**config.mk**
```make
export PLATFORM = sky130hd
export DESIGN_NAME = dmac_engine
export DESIGN_NICKNAME = d
export VERILOG_FILES = /design/src/rtl/dmac_pkg.sv /design/src/rtl/dmac_regs.sv /design/src/rtl/dmac_walker.sv /design/src/rtl/dmac_engine.sv
export SDC_FILE = /design/constraint.sdc
export NUM_CORES = 1
export LEC_CHECK = 0
export ABC_AREA = 1
export BUFFER_PORTS_ARGS = -buffer_cell sky130_fd_sc_hd__clkbuf_2
export CAP_MARGIN = 20
export CELL_PAD_IN_SITES_DETAIL_PLACEMENT = 0
export CELL_PAD_IN_SITES_GLOBAL_PLACEMENT = 1
export CORE_UTILIZATION = 30
export DETAILED_ROUTE_END_ITERATION = 8
export GPL_ROUTABILITY_DRIVEN = 0
export PLACE_DENSITY_LB_ADDON = 0.05
export SYNTH_ARGS = -nofsm -noshare
export SYNTH_HDL_FRONTEND = slang
export SYNTH_SLANG_ARGS = --single-unit
```
**constraint.sdc**
```tcl
create_clock -name clk -period 2.8 [get_ports clk]
set_clock_uncertainty 0.1 [all_clocks]
set_input_delay 0 -clock clk [delete_from_list [all_inputs] [get_ports clk]]
set_output_delay 0 -clock clk [all_outputs]
set_load 0.005 [all_outputs]
```
**src/rtl/dmac_pkg.sv**
```systemverilog
package dmac_pkg;
  // register selects
  localparam logic [1:0] SEL_CTRL = 2'd0;
  localparam logic [1:0] SEL_BASE = 2'd1;
  localparam logic [1:0] SEL_STAT = 2'd2;
  // control bits
  localparam int CTL_SRST    = 0;
  localparam int CTL_FIXB    = 1;
  localparam int CTL_ON      = 7;
  localparam int CTL_REFETCH = 31;
  // descriptor config bits
  localparam int CFG_DIC   = 1;
  localparam int CFG_LAST  = 2;
  localparam int CFG_CHAIN = 4;
  localparam int CFG_RING  = 5;
  localparam int CFG_CES   = 30;
  localparam int CFG_OWN   = 31;
  // status bits
  localparam int ST_TX  = 0;
  localparam int ST_RX  = 1;
  localparam int ST_FBE = 2;
  localparam int ST_INV = 4;
  localparam int ST_CES = 5;
  localparam int ST_NIS = 8;
  localparam int ST_AIS = 9;
  localparam int ST_ABT = 10;
  localparam int ST_W   = 11;

  typedef enum logic [3:0] {
    S_IDLE, S_FETCH, S_CHECK, S_RD, S_PUSH, S_POP, S_WR, S_WB, S_SUSP, S_HALT
  } walk_st_t;

  // words needed to carry a byte count (rounded up)
  function automatic logic [31:0] buf_words(input logic [31:0] sz);
    return (sz >> 2) + {31'd0, |sz[1:0]};
  endfunction

  function automatic logic size_ok(input logic [31:0] sz, input logic [31:0] lim);
    return (sz != 32'd0) && (sz <= lim);
  endfunction

  // ring beats chain, chain beats sequential
  function automatic logic [31:0] next_desc(input logic [31:0] cfg, input logic [31:0] cur,
                                            input logic [31:0] base, input logic [31:0] nxt);
    if (cfg[CFG_RING])       return base;
    else if (cfg[CFG_CHAIN]) return nxt;
    else                     return cur + 32'd16;
  endfunction
endpackage

```
**src/rtl/dmac_regs.sv**
```systemverilog
module dmac_regs
  import dmac_pkg::*;
(
  input  logic        clk,
  input  logic        rst_n,
  input  logic        reg_wr,
  input  logic [1:0]  reg_sel,
  input  logic [31:0] reg_wdata,
  input  logic        ev_done,
  input  logic        ev_dic,
  input  logic        ev_rx,
  input  logic        ev_fbe,
  input  logic        ev_inv,
  input  logic        ev_abt,
  input  logic        card_err,
  output logic [31:0] status_o,
  output logic [31:0] base_o,
  output logic        fixb_o,
  output logic        srst_p,
  output logic        start_p,
  output logic        stop_p,
  output logic        refetch_p
);
  logic             on_q, fixb_q;
  logic [31:0]      base_q;
  logic [ST_W-1:0]  stat_q, set_v, clr_v;
  logic             ctl_wr, base_wr, stat_wr;

  assign ctl_wr  = reg_wr && (reg_sel == SEL_CTRL);
  assign base_wr = reg_wr && (reg_sel == SEL_BASE);
  assign stat_wr = reg_wr && (reg_sel == SEL_STAT);

  assign srst_p    = ctl_wr && reg_wdata[CTL_SRST];
  assign start_p   = ctl_wr && !reg_wdata[CTL_SRST] && reg_wdata[CTL_ON] && !on_q;
  assign stop_p    = ctl_wr && !reg_wdata[CTL_ON] && on_q;
  assign refetch_p = ctl_wr && !reg_wdata[CTL_SRST] && reg_wdata[CTL_ON] && reg_wdata[CTL_REFETCH];

  always_comb begin
    set_v         = '0;
    set_v[ST_TX]  = ev_done && !ev_dic && !ev_rx;
    set_v[ST_RX]  = ev_done && !ev_dic && ev_rx;
    set_v[ST_FBE] = ev_fbe;
    set_v[ST_INV] = ev_inv;
    set_v[ST_CES] = card_err;
    set_v[ST_NIS] = ev_done;
    set_v[ST_AIS] = ev_fbe || ev_inv || card_err || ev_abt;
    set_v[ST_ABT] = ev_abt;
    clr_v         = stat_wr ? reg_wdata[ST_W-1:0] : '0;
  end

  always_ff @(posedge clk or negedge rst_n) begin
    if (!rst_n) begin
      on_q <= 1'b0; fixb_q <= 1'b0; base_q <= '0; stat_q <= '0;
    end else begin
      if (base_wr) base_q <= reg_wdata;
      if (srst_p) begin
        on_q <= 1'b0; fixb_q <= 1'b0; stat_q <= '0;
      end else begin
        if (ctl_wr) begin
          on_q   <= reg_wdata[CTL_ON];
          fixb_q <= reg_wdata[CTL_FIXB];
        end
        stat_q <= (stat_q & ~clr_v) | set_v;
      end
    end
  end

  assign status_o = {{(32-ST_W){1'b0}}, stat_q};
  assign base_o   = base_q;
  assign fixb_o   = fixb_q;

  a_r5_invalid_flags: assert property (@(posedge clk) disable iff (!rst_n)
    ev_inv |=> (status_o[ST_INV] && status_o[ST_AIS]));
  a_r9_bus_error_flags: assert property (@(posedge clk) disable iff (!rst_n)
    ev_fbe |=> (status_o[ST_FBE] && status_o[ST_AIS]));
  a_r8_done_flags: assert property (@(posedge clk) disable iff (!rst_n)
    (ev_done && !ev_dic) |=> ((status_o[ST_TX] || status_o[ST_RX]) && status_o[ST_NIS]));
  a_r10_soft_reset_clears: assert property (@(posedge clk) disable iff (!rst_n)
    srst_p |=> (status_o == 32'd0 && !fixb_o));
endmodule

```
**src/rtl/dmac_walker.sv**
```systemverilog
module dmac_walker
  import dmac_pkg::*;
#(
  parameter int MAX_BUF_BYTES = 8192
)(
  input  logic        clk,
  input  logic        rst_n,
  input  logic        srst_p,
  input  logic        start_p,
  input  logic        stop_p,
  input  logic        refetch_p,
  input  logic [31:0] base,
  input  logic        xfer_rx,
  input  logic        card_err,
  output logic        mem_req,
  output logic        mem_we,
  output logic [31:0] mem_addr,
  output logic [31:0] mem_wdata,
  input  logic        mem_ack,
  input  logic        mem_err,
  input  logic [31:0] mem_rdata,
  output logic        fifo_push,
  output logic [31:0] fifo_wdata,
  input  logic        fifo_full,
  output logic        fifo_pop,
  input  logic [31:0] fifo_rdata,
  input  logic        fifo_empty,
  output logic        ev_done,
  output logic        ev_dic,
  output logic        ev_rx,
  output logic        ev_fbe,
  output logic        ev_inv,
  output logic        ev_abt
);
  localparam int          LEN_W  = $clog2(MAX_BUF_BYTES / 4) + 1;
  localparam logic [31:0] MAX_SZ = 32'(MAX_BUF_BYTES);

  walk_st_t        st;
  logic [31:0]     cur, cfg, bsz, badr, bnxt, ptr, dat;
  logic [LEN_W-1:0] wleft;
  logic [1:0]      wcnt;
  logic            rx_q, ces_seen;

  // named internal events
  logic        abt_now, kill, ack_ok, ack_bad, desc_bad, last_word, in_xfer;
  logic [31:0] nwords, wb_word;

  assign abt_now   = stop_p && (st != S_IDLE) && (st != S_HALT);
  assign kill      = srst_p || abt_now;
  assign ack_ok    = mem_req && mem_ack && !mem_err;
  assign ack_bad   = mem_req && mem_ack && mem_err;
  assign desc_bad  = !cfg[CFG_OWN] || !size_ok(bsz, MAX_SZ);
  assign nwords    = buf_words(bsz);
  assign last_word = (wleft == LEN_W'(1));
  assign in_xfer   = (st == S_RD) || (st == S_PUSH) || (st == S_POP) || (st == S_WR);
  assign wb_word   = {1'b0, cfg[CFG_CES] | ces_seen, cfg[29:0]};

  always_ff @(posedge clk or negedge rst_n) begin
    if (!rst_n) begin
      st <= S_IDLE; cur <= '0; cfg <= '0; bsz <= '0; badr <= '0; bnxt <= '0;
      ptr <= '0; dat <= '0; wleft <= '0; wcnt <= '0; rx_q <= 1'b0; ces_seen <= 1'b0;
    end else if (kill) begin
      st <= S_IDLE; wcnt <= '0; ces_seen <= 1'b0;
    end else begin
      case (st)
        S_IDLE: if (start_p) begin
          cur <= base; wcnt <= '0; st <= S_FETCH;
        end
        S_FETCH: if (ack_bad) st <= S_HALT;
          else if (ack_ok) begin
            case (wcnt)
              2'd0: cfg  <= mem_rdata;
              2'd1: bsz  <= mem_rdata;
              2'd2: badr <= mem_rdata;
              default: bnxt <= mem_rdata;
            endcase
            wcnt <= wcnt + 2'd1;
            if (wcnt == 2'd3) st <= S_CHECK;
          end
        S_CHECK: if (desc_bad) st <= S_SUSP;
          else begin
            wleft <= nwords[LEN_W-1:0]; ptr <= badr; rx_q <= xfer_rx; ces_seen <= 1'b0;
            st <= xfer_rx ? S_POP : S_RD;
          end
        S_RD: if (ack_bad) st <= S_HALT;
          else if (ack_ok) begin dat <= mem_rdata; st <= S_PUSH; end
        S_PUSH: if (!fifo_full) begin
          ptr <= ptr + 32'd4; wleft <= wleft - LEN_W'(1);
          st <= last_word ? S_WB : S_RD;
        end
        S_POP: if (!fifo_empty) begin dat <= fifo_rdata; st <= S_WR; end
        S_WR: if (ack_bad) st <= S_HALT;
          else if (ack_ok) begin
            ptr <= ptr + 32'd4; wleft <= wleft - LEN_W'(1);
            st <= last_word ? S_WB : S_POP;
          end
        S_WB: if (ack_bad) st <= S_HALT;
          else if (ack_ok) begin
            if (cfg[CFG_LAST]) st <= S_IDLE;
            else begin
              cur <= next_desc(cfg, cur, base, bnxt); wcnt <= '0; st <= S_FETCH;
            end
          end
        S_SUSP: if (refetch_p) begin wcnt <= '0; st <= S_FETCH; end
        default: st <= S_HALT;
      endcase
      if (card_err && in_xfer) ces_seen <= 1'b1;
    end
  end

  always_comb begin
    mem_req   = (st == S_FETCH) || (st == S_RD) || (st == S_WR) || (st == S_WB);
    mem_we    = (st == S_WR) || (st == S_WB);
    mem_addr  = '0;
    mem_wdata = '0;
    case (st)
      S_FETCH:    mem_addr = cur + {28'd0, wcnt, 2'b00};
      S_RD, S_WR: mem_addr = ptr;
      S_WB:       mem_addr = cur;
      default:    mem_addr = '0;
    endcase
    if (st == S_WR) mem_wdata = dat;
    else if (st == S_WB) mem_wdata = wb_word;
  end

  assign fifo_push  = (st == S_PUSH) && !fifo_full;
  assign fifo_wdata = dat;
  assign fifo_pop   = (st == S_POP) && !fifo_empty;

  assign ev_done = (st == S_WB) && ack_ok && cfg[CFG_LAST] && !kill;
  assign ev_dic  = cfg[CFG_DIC];
  assign ev_rx   = rx_q;
  assign ev_fbe  = ack_bad && !kill;
  assign ev_inv  = (st == S_CHECK) && desc_bad && !kill;
  assign ev_abt  = abt_now && !srst_p;

  a_r1_request_held: assert property (@(posedge clk) disable iff (!rst_n)
    (mem_req && !mem_ack && !kill) |=> (mem_req && $stable(mem_addr) && $stable(mem_we)));
  a_r9_quiet_after_error: assert property (@(posedge clk) disable iff (!rst_n)
    (ack_bad && !kill) |=> !mem_req);
  a_r3_push_gated: assert property (@(posedge clk) disable iff (!rst_n)
    fifo_push |-> !fifo_full);
  a_r4_pop_gated: assert property (@(posedge clk) disable iff (!rst_n)
    fifo_pop |-> !fifo_empty);
endmodule

```
**src/rtl/dmac_engine.sv**
```systemverilog
module dmac_engine
  import dmac_pkg::*;
#(
  parameter int MAX_BUF_BYTES = 8192
)(
  input  logic        clk,
  input  logic        rst_n,
  input  logic        reg_wr,
  input  logic [1:0]  reg_sel,
  input  logic [31:0] reg_wdata,
  output logic [31:0] dma_status,
  input  logic        xfer_rx,
  input  logic        card_err,
  output logic        mem_req,
  output logic        mem_we,
  output logic [31:0] mem_addr,
  output logic [31:0] mem_wdata,
  input  logic        mem_ack,
  input  logic        mem_err,
  input  logic [31:0] mem_rdata,
  output logic        mem_fixed_burst,
  output logic        fifo_push,
  output logic [31:0] fifo_wdata,
  input  logic        fifo_full,
  output logic        fifo_pop,
  input  logic [31:0] fifo_rdata,
  input  logic        fifo_empty
);
  logic [31:0] base;
  logic srst_p, start_p, stop_p, refetch_p;
  logic ev_done, ev_dic, ev_rx, ev_fbe, ev_inv, ev_abt;

  dmac_regs u_regs (
    .clk(clk), .rst_n(rst_n), .reg_wr(reg_wr), .reg_sel(reg_sel), .reg_wdata(reg_wdata),
    .ev_done(ev_done), .ev_dic(ev_dic), .ev_rx(ev_rx), .ev_fbe(ev_fbe), .ev_inv(ev_inv),
    .ev_abt(ev_abt), .card_err(card_err), .status_o(dma_status), .base_o(base),
    .fixb_o(mem_fixed_burst), .srst_p(srst_p), .start_p(start_p), .stop_p(stop_p),
    .refetch_p(refetch_p)
  );

  dmac_walker #(.MAX_BUF_BYTES(MAX_BUF_BYTES)) u_walker (
    .clk(clk), .rst_n(rst_n), .srst_p(srst_p), .start_p(start_p), .stop_p(stop_p),
    .refetch_p(refetch_p), .base(base), .xfer_rx(xfer_rx), .card_err(card_err),
    .mem_req(mem_req), .mem_we(mem_we), .mem_addr(mem_addr), .mem_wdata(mem_wdata),
    .mem_ack(mem_ack), .mem_err(mem_err), .mem_rdata(mem_rdata),
    .fifo_push(fifo_push), .fifo_wdata(fifo_wdata), .fifo_full(fifo_full),
    .fifo_pop(fifo_pop), .fifo_rdata(fifo_rdata), .fifo_empty(fifo_empty),
    .ev_done(ev_done), .ev_dic(ev_dic), .ev_rx(ev_rx), .ev_fbe(ev_fbe),
    .ev_inv(ev_inv), .ev_abt(ev_abt)
  );
endmodule

```
### Word-level counts from Yosys, hierarchy flattened

Cells that the tools add are included.

| operators by class | value |
|---|---|
| reductions and logical operators | 78 |
| bitwise logic cells | 8 |
| magnitude comparators | 1 |
| eq/ne operators | 41 |
| muxes and demuxes | 63 |
| $add $sub $neg | 6 |

Operators by type and width:

| operator | number |
|---|---|
| 32-bit 2-to-1 mux | 14 |
| 32-bit one-hot mux with 3 select lines | 2 |
| 32-bit one-hot mux with 2 select lines | 2 |
| 4-bit 2-to-1 mux | 15 |
| 12-bit 2-to-1 mux | 4 |
| 12-bit one-hot mux with 3 select lines | 1 |
| 4-bit one-hot mux with 9 select lines | 1 |
| 32-bit by 3-bit adder with 32-bit output, second input constant | 1 |
| 32-bit by 4-bit adder with 32-bit output | 1 |
| 32-bit by 5-bit adder with 32-bit output, second input constant | 1 |
| 32-bit by 14-bit less-or-equal comparator with 1-bit output, second input constant | 1 |
| 32-bit nonzero test | 1 |
| 31-bit 2-to-1 mux | 1 |
| 1-bit logical AND | 29 |
| 5-bit AND reduction | 5 |
| 11-bit 2-to-1 mux | 2 |
| 3-bit by 2-bit != test with 1-bit output, second input constant | 7 |
| 4-bit by 1-bit != test with 1-bit output, second input constant | 5 |
| 2-bit 2-to-1 mux | 9 |
| 4-bit by 3-bit == test with 1-bit output, second input constant | 4 |
| 2-bit != test, second input constant | 8 |
| 12-bit by 1-bit adder with 12-bit output | 1 |
| 12-bit by 1-bit == test with 1-bit output, second input constant | 1 |
| 1-bit zero test | 12 |
| other kinds (33) | 69 |

| storage, ports and cells | value |
|---|---|
| register bits after elaboration | 289 |
| output and inout port bits | 133 |
| logic and storage cells | 213 |

### Depth between registers and ports, before layout

| depth | value |
|---|---|
| depth after elaboration | 14 |
| depth in mapped cells | 14 |
| mapped depth without buffers | 14 |

### Modules after synthesis

A second synthesis with hierarchy kept.

| unflattened totals | value |
|---|---|
| cells, all modules | 2349 |
| area total of the unflattened synthesis | 17202.7 µm² |

Modules (own cells, without submodules):

| module | seq. area each (µm²) | cells each | area each (µm²) | times used |
|---|---|---|---|---|
| dmac_walker | 6105.9 | 2120 | 15049.4 | 1 |
| dmac_regs | 1126.1 | 229 | 2153.3 | 1 |

### Worst setup path before layout

No wires, ideal clock.

| timing path | value |
|---|---|
| path kind | reg2reg |
| start | reg u_walker.st[3] |
| end | reg u_walker.cfg[4] |
| buffers on the path | 2 |
| cell stages (with the launch flop) | 9 |
| required time | 2.571 ns |
| path slack | 0.828 ns |
| library setup time | 0.129 ns |
| arrival | 1.742 ns |
| cell sequence | dfrtp_1 -> nor2_4 -> a21oi_1 -> nand2_2 -> nand2_2 -> buf_6 -> nor3b_4 -> buf_6 -> o21ai_2 |

| on the way | value |
|---|---|
| cells in the longest elaborated chain, start to end | 8 |

Ends and longest elaborated chain:

| what | RTL line | RTL |
|---|---|---|
| start, declared | dmac_walker.sv:38 | `walk_st_t st;` |
| start signal, assigned | dmac_walker.sv:83 | `st <= xfer_rx ? S_POP : S_RD;` |
| start signal, assigned | dmac_walker.sv:89 | `st <= last_word ? S_WB : S_RD;` |
| start signal, assigned | dmac_walker.sv:95 | `st <= last_word ? S_WB : S_POP;` |
| 4-bit by 1-bit == test with 1-bit output / 4-bit by 2-bit == test with 1-bit output (equally long branches) | dmac_walker.sv:65, dmac_walker.sv:112 |  |
| 1-bit logical OR (3 in series) | dmac_walker.sv:112 | `mem_req = (st == S_FETCH) \|\| (st == S_RD) \|\| (st == S_WR) \|\| (st == S_WB);` |
| 1-bit logical AND | dmac_walker.sv:50, dmac_walker.sv:51 |  |
| 1-bit logical AND | dmac_walker.sv:51 | `assign ack_bad = mem_req && mem_ack && mem_err;` |
| 1-bit inverter (no source line) | -- |  |
| 5-bit AND reduction (no source line) (*) | -- |  |
| end signal, assigned | dmac_walker.sv:72 | `2'd0: cfg <= mem_rdata;` |
| end, declared | dmac_walker.sv:39 | `logic [31:0] cur, cfg, bsz, badr, bnxt, ptr, dat;` |

Every way passes the cells marked *; elsewhere a longest branch is shown, timed or not.
A chain may end at the register's enable or synchronous reset.

### Worst setup path in the final report

| timing path | value |
|---|---|
| start | reg u_walker.cur[13] |
| end | out mem_addr[24] |

| on the way | value |
|---|---|
| cells in the longest elaborated chain, start to end | 2 |

Ends and longest elaborated chain:

| what | RTL line | RTL |
|---|---|---|
| start, declared | dmac_walker.sv:39 |  |
| start signal, assigned | dmac_walker.sv:60 | `st <= S_IDLE; cur <= '0; cfg <= '0; bsz <= '0; badr <= '0; bnxt <= '0;` |
| start signal, assigned | dmac_walker.sv:67 | `cur <= base; wcnt <= '0; st <= S_FETCH;` |
| start signal, assigned | dmac_walker.sv:101 | `cur <= next_desc(cfg, cur, base, bnxt); wcnt <= '0; st <= S_FETCH;` |
| 32-bit by 4-bit adder with 32-bit output | dmac_walker.sv:117 | `S_FETCH: mem_addr = cur + {28'd0, wcnt, 2'b00};` |
| 32-bit one-hot mux with 3 select lines | dmac_walker.sv:116 | `case (st)` |
| end, declared | dmac_engine.sv:16 | `output logic [31:0] mem_addr,` |

Every way passes these cells.

==> impl_metrics.py <==
metrics = {
    "hold_path": {
        "hold_class": "primary input to async pin",
    },
    "die": {
        "dieArea_um2": 56250,
        "io_pins": 240,
        "dieHeight_um": 237.2,
        "row_count": 85,
        "start_util_pct": 30.59,
        "coreArea_um2": 54240,
        "dieWidth_um": 237.2,
    },
    "sta": {
        "final-hold-violation-count": 0,
        "fin_crit_sh_pct": 95.78,
        "relSlewSlack_pct": 48.36,
        "worstMarginPinSlew_ps": 773.8,
        "setup_tns_ps": 0,
        "period_needed_ps": 2682,
        "fmax_mhz": 372.9,
        "holdWs_ps": 21.00,
        "drv_slew": 0,
        "grt_setup_unrepaired": "true",
        "setup_viol": 0,
    },
    "cts": {
        "htree_levels": 2,
        "cts_buffer_depth": 3,
        "cts_sinks": 289,
        "cts_tree": "done",
        "clk_latency_ps": 560,
        "numCtsBuffers": 37,
        "cts-root-buf": "clkbuf_16",
        "clk_pin_slew_ps": 60,
    },
    "placement": {
        "port_buffers": 218,
        "place_area_um2": 18500,
        "hpwl_mm": 51.00,
    },
    "synthesis": {
        "syn_avg_cell_area_um2": 7.411,
        "synthFlopType": "dfrtp_1",
        "yosysWarningCount": 0,
        "synth_cell_types": 52,
        "synth_seq_area_share_pct": 43.59,
        "ys_seq_elements": 289,
        "synth_edf_count": 0,
        "netlist_area_um2": 16590,
        "syn_inst": 2239,
        "async_flop_share_pct": 100.0,
    },
    "setup_path": {
        "cp.required_ps": 2700,
        "crit_type": "register to output port",
        "rr_endpoint": "u_walker.cur[15]",
        "r2r-start": "u_walker.st[0]",
        "reg2reg_slack_ps": 270,
        "critPathLaunchType": "register",
        "reg2reg_depth": 10,
        "crit_path_max_fanout": 6,
        "cp_data_arrival_time_ps": 2580,
        "crit_path_end_kind": "output port",
    },
    "pwr": {
        "power_density_nw_per_um2": 959.8,
        "power.leakage_nw": 10.05,
        "finalPower_w": 0.02012,
        "peakVddDrop_v": 0.0004223,
    },
    "drt": {
        "postRouteAntennaNets": 0,
        "routedWlPerCell_um": 20.88,
        "drc": 0,
        "num_vias": 16280,
        "dr.pass1.iters": 5,
        "viasPerCell": 4.968,
        "drt-initial-drc-count": 1185,
        "routed_wl_mm": 68.40,
    },
    "flow_run": {
        "maxCapViolations": 0,
    },
    "global_route": {
        "grt_max_degree": 81,
        "grt_pass1_vias": 15770,
        "antenna_found_initial": 0,
        "grt_pass1_wl_mm": 103.1,
        "grt.total_usage_pct": 24.46,
        "overflow": 0,
    },
    "status": {
        "status": "complete, no violations",
    },
    "final_layout": {
        "final_nets": 2674,
        "drive_gt1_share_pct": 16.90,
        "finish.instance_area_um2": 20970,
        "area_growth_syn_to_layout_pct": 26.36,
        "fill_cells": 5812,
        "n_antenna_cell": 0,
    },
}
how the worst max path moves through the flow:
| stage | from | endpoint | slack (ps) | depth (start not counted) |
|---|---|---|---|---|
| CTS | u_walker.cur[5] | mem_addr[16] | 30 | 9 |
| finish | u_walker.cur[13] | mem_addr[24] | 120 | 8 |
| global placement | u_walker.cur[5] | mem_addr[16] | 250 | 9 |
| floorplan | u_walker.st[3] | u_walker.cfg[4] | 830 | 8 |
| detailed placement | u_walker.cur[5] | mem_addr[16] | 280 | 9 |
| global route | u_walker.cur[13] | mem_addr[26] | -80 | 9 |
metrics by stage:
| stage | util, % | instances | setup WS, ps |
|---|---|---|---|
| floorplan | - | 2259 | 828.1 |
| global placement | 34.11 | 3099 | 247.0 |
| detailed placement | 34.11 | 3099 | 277.8 |
| CTS | 38.54 | 3275 | 27.06 |
| global route | 38.65 | 3276 | -81.65 |
| finish | 38.65 | 3276 | 118.1 |
cells in the final DEF, fill, tap and decap left out, types with 20 or more instances in the layout:
| master | Yosys | layout |
|---|---|---|
| mux2_2 | 21 | 21 |
| o22ai_1 | 33 | 33 |
| o21ai_1 | 40 | 43 |
| nand4_1 | 20 | 20 |
| o21ai_2 | 30 | 30 |
| dlygate4sd3_1 | 0 | 107 |
| nor2_1 | 210 | 200 |
| dfrtp_1 | 289 | 285 |
| nand2_1 | 591 | 588 |
| inv_1 | 266 | 263 |
| o21ai_0 | 219 | 216 |
| clkbuf_2 | 5 | 216 |
| a21oi_1 | 111 | 111 |
| clkbuf_16 | 0 | 39 |
| nand3_1 | 115 | 114 |
| buf_4 | 22 | 33 |
| conb_1 | 1 | 21 |
layout make-up:
cell class	count	area, um^2	area share (%)
tap	696	870.8	4.154
clock inverter	15	156.4	0.7460
sequential	289	7237	34.52
timing repair buffer	374	2746	13.10
clock buffer	50	1077	5.138
inverter	272	1026	4.894
multi-input combinational	1580	7851	37.45
cells by family after synthesis:
kind of cell / after synthesis / share of synthesized area, %
flops: 289 / 43.59
mux: 34 / 2.209
fa+ha+maj: 13 / 1.026
other cells: 1 / 0.02260
simple gates: 976 / 24.10
compound gates: 516 / 18.01
buf+inv: 390 / 9.992
xor+xnor: 20 / 1.056
layer usage:
layer | track usage, % | vias to the layer above | part of all wire (%)
met3 | 3.170 | 91 | 4.4
li1 | - | 7893 | -
met1 | 35.37 | 7876 | 49
met4 | 7.566 | 0 | 2.7
met2 | 37.83 | 416 | 44
met5 | 0 | - | 0
Yosys cell counts (all sizes together), types with 3 or more instances:
| cell | instances | area share (%) |
|---|---|---|
| or2 | 3 | 0.11 |
| xnor2 | 6 | 0.32 |
| a21oi | 113 | 3.5 |
| inv | 271 | 6.1 |
| nand3b | 5 | 0.23 |
| a22o | 3 | 0.16 |
| clkbuf | 47 | 1.1 |
| nor2 | 216 | 5.1 |
| o31ai | 7 | 0.32 |
| o211ai | 7 | 0.32 |
| a22oi | 14 | 0.63 |
| a32oi | 3 | 0.16 |
| o22ai | 33 | 1.2 |
| mux2i | 13 | 0.78 |
| o221ai | 13 | 0.69 |
| nand2 | 597 | 14 |
| and2 | 3 | 0.11 |
| mux2 | 21 | 1.4 |
| nor3 | 11 | 0.33 |
| buf | 71 | 2.7 |
| o21bai | 3 | 0.14 |
| xor2 | 14 | 0.74 |
| a21boi | 5 | 0.23 |
| dfrtp | 289 | 44 |
| nand4 | 20 | 0.75 |
| nand3 | 119 | 3.7 |
| o21ai | 289 | 9.4 |
| ha | 12 | 0.90 |
| o21a | 19 | 0.86 |
power breakdown:
part	switching [W]	leakage (nW)	internal, W
combinational	0.00481	5.81	0.00283
sequential	0.00170	3.63	0.00582
clock	0.00199	0.616	0.00297
total	0.00850	10.1	0.0116
repair_timing:
item,in CTS,in global routing
setup endpoints to repair,15,17
hold endpoints to repair,502,0
setup buffers,3,0
gates resized for setup,13,17
hold buffers,108,0
pin swaps,1,0
worst max-delay path, cell delays in order (launching register included):
cell	delay, ps
dfrtp_1	550
nand2_1	200
nor2_1	340
nand2_1	170
nor2_1	290
nand3_1	110
nand3_1	100
o221ai_1	130
clkbuf_2	140
registers in the layout (all words and copies together) (netlist names), 4 cells and up:
signal,cells
u_regs.stat_q,11
u_walker.fifo_wdata,32
u_walker.bsz,32
u_walker.cur,32
u_walker.st,4
u_walker.wleft,12
u_walker.bnxt,32
u_walker.cfg,32
u_walker.badr,32
u_walker.ptr,32
u_regs.base_o,32
Note: power is estimated with default switching activity, not from simulation.
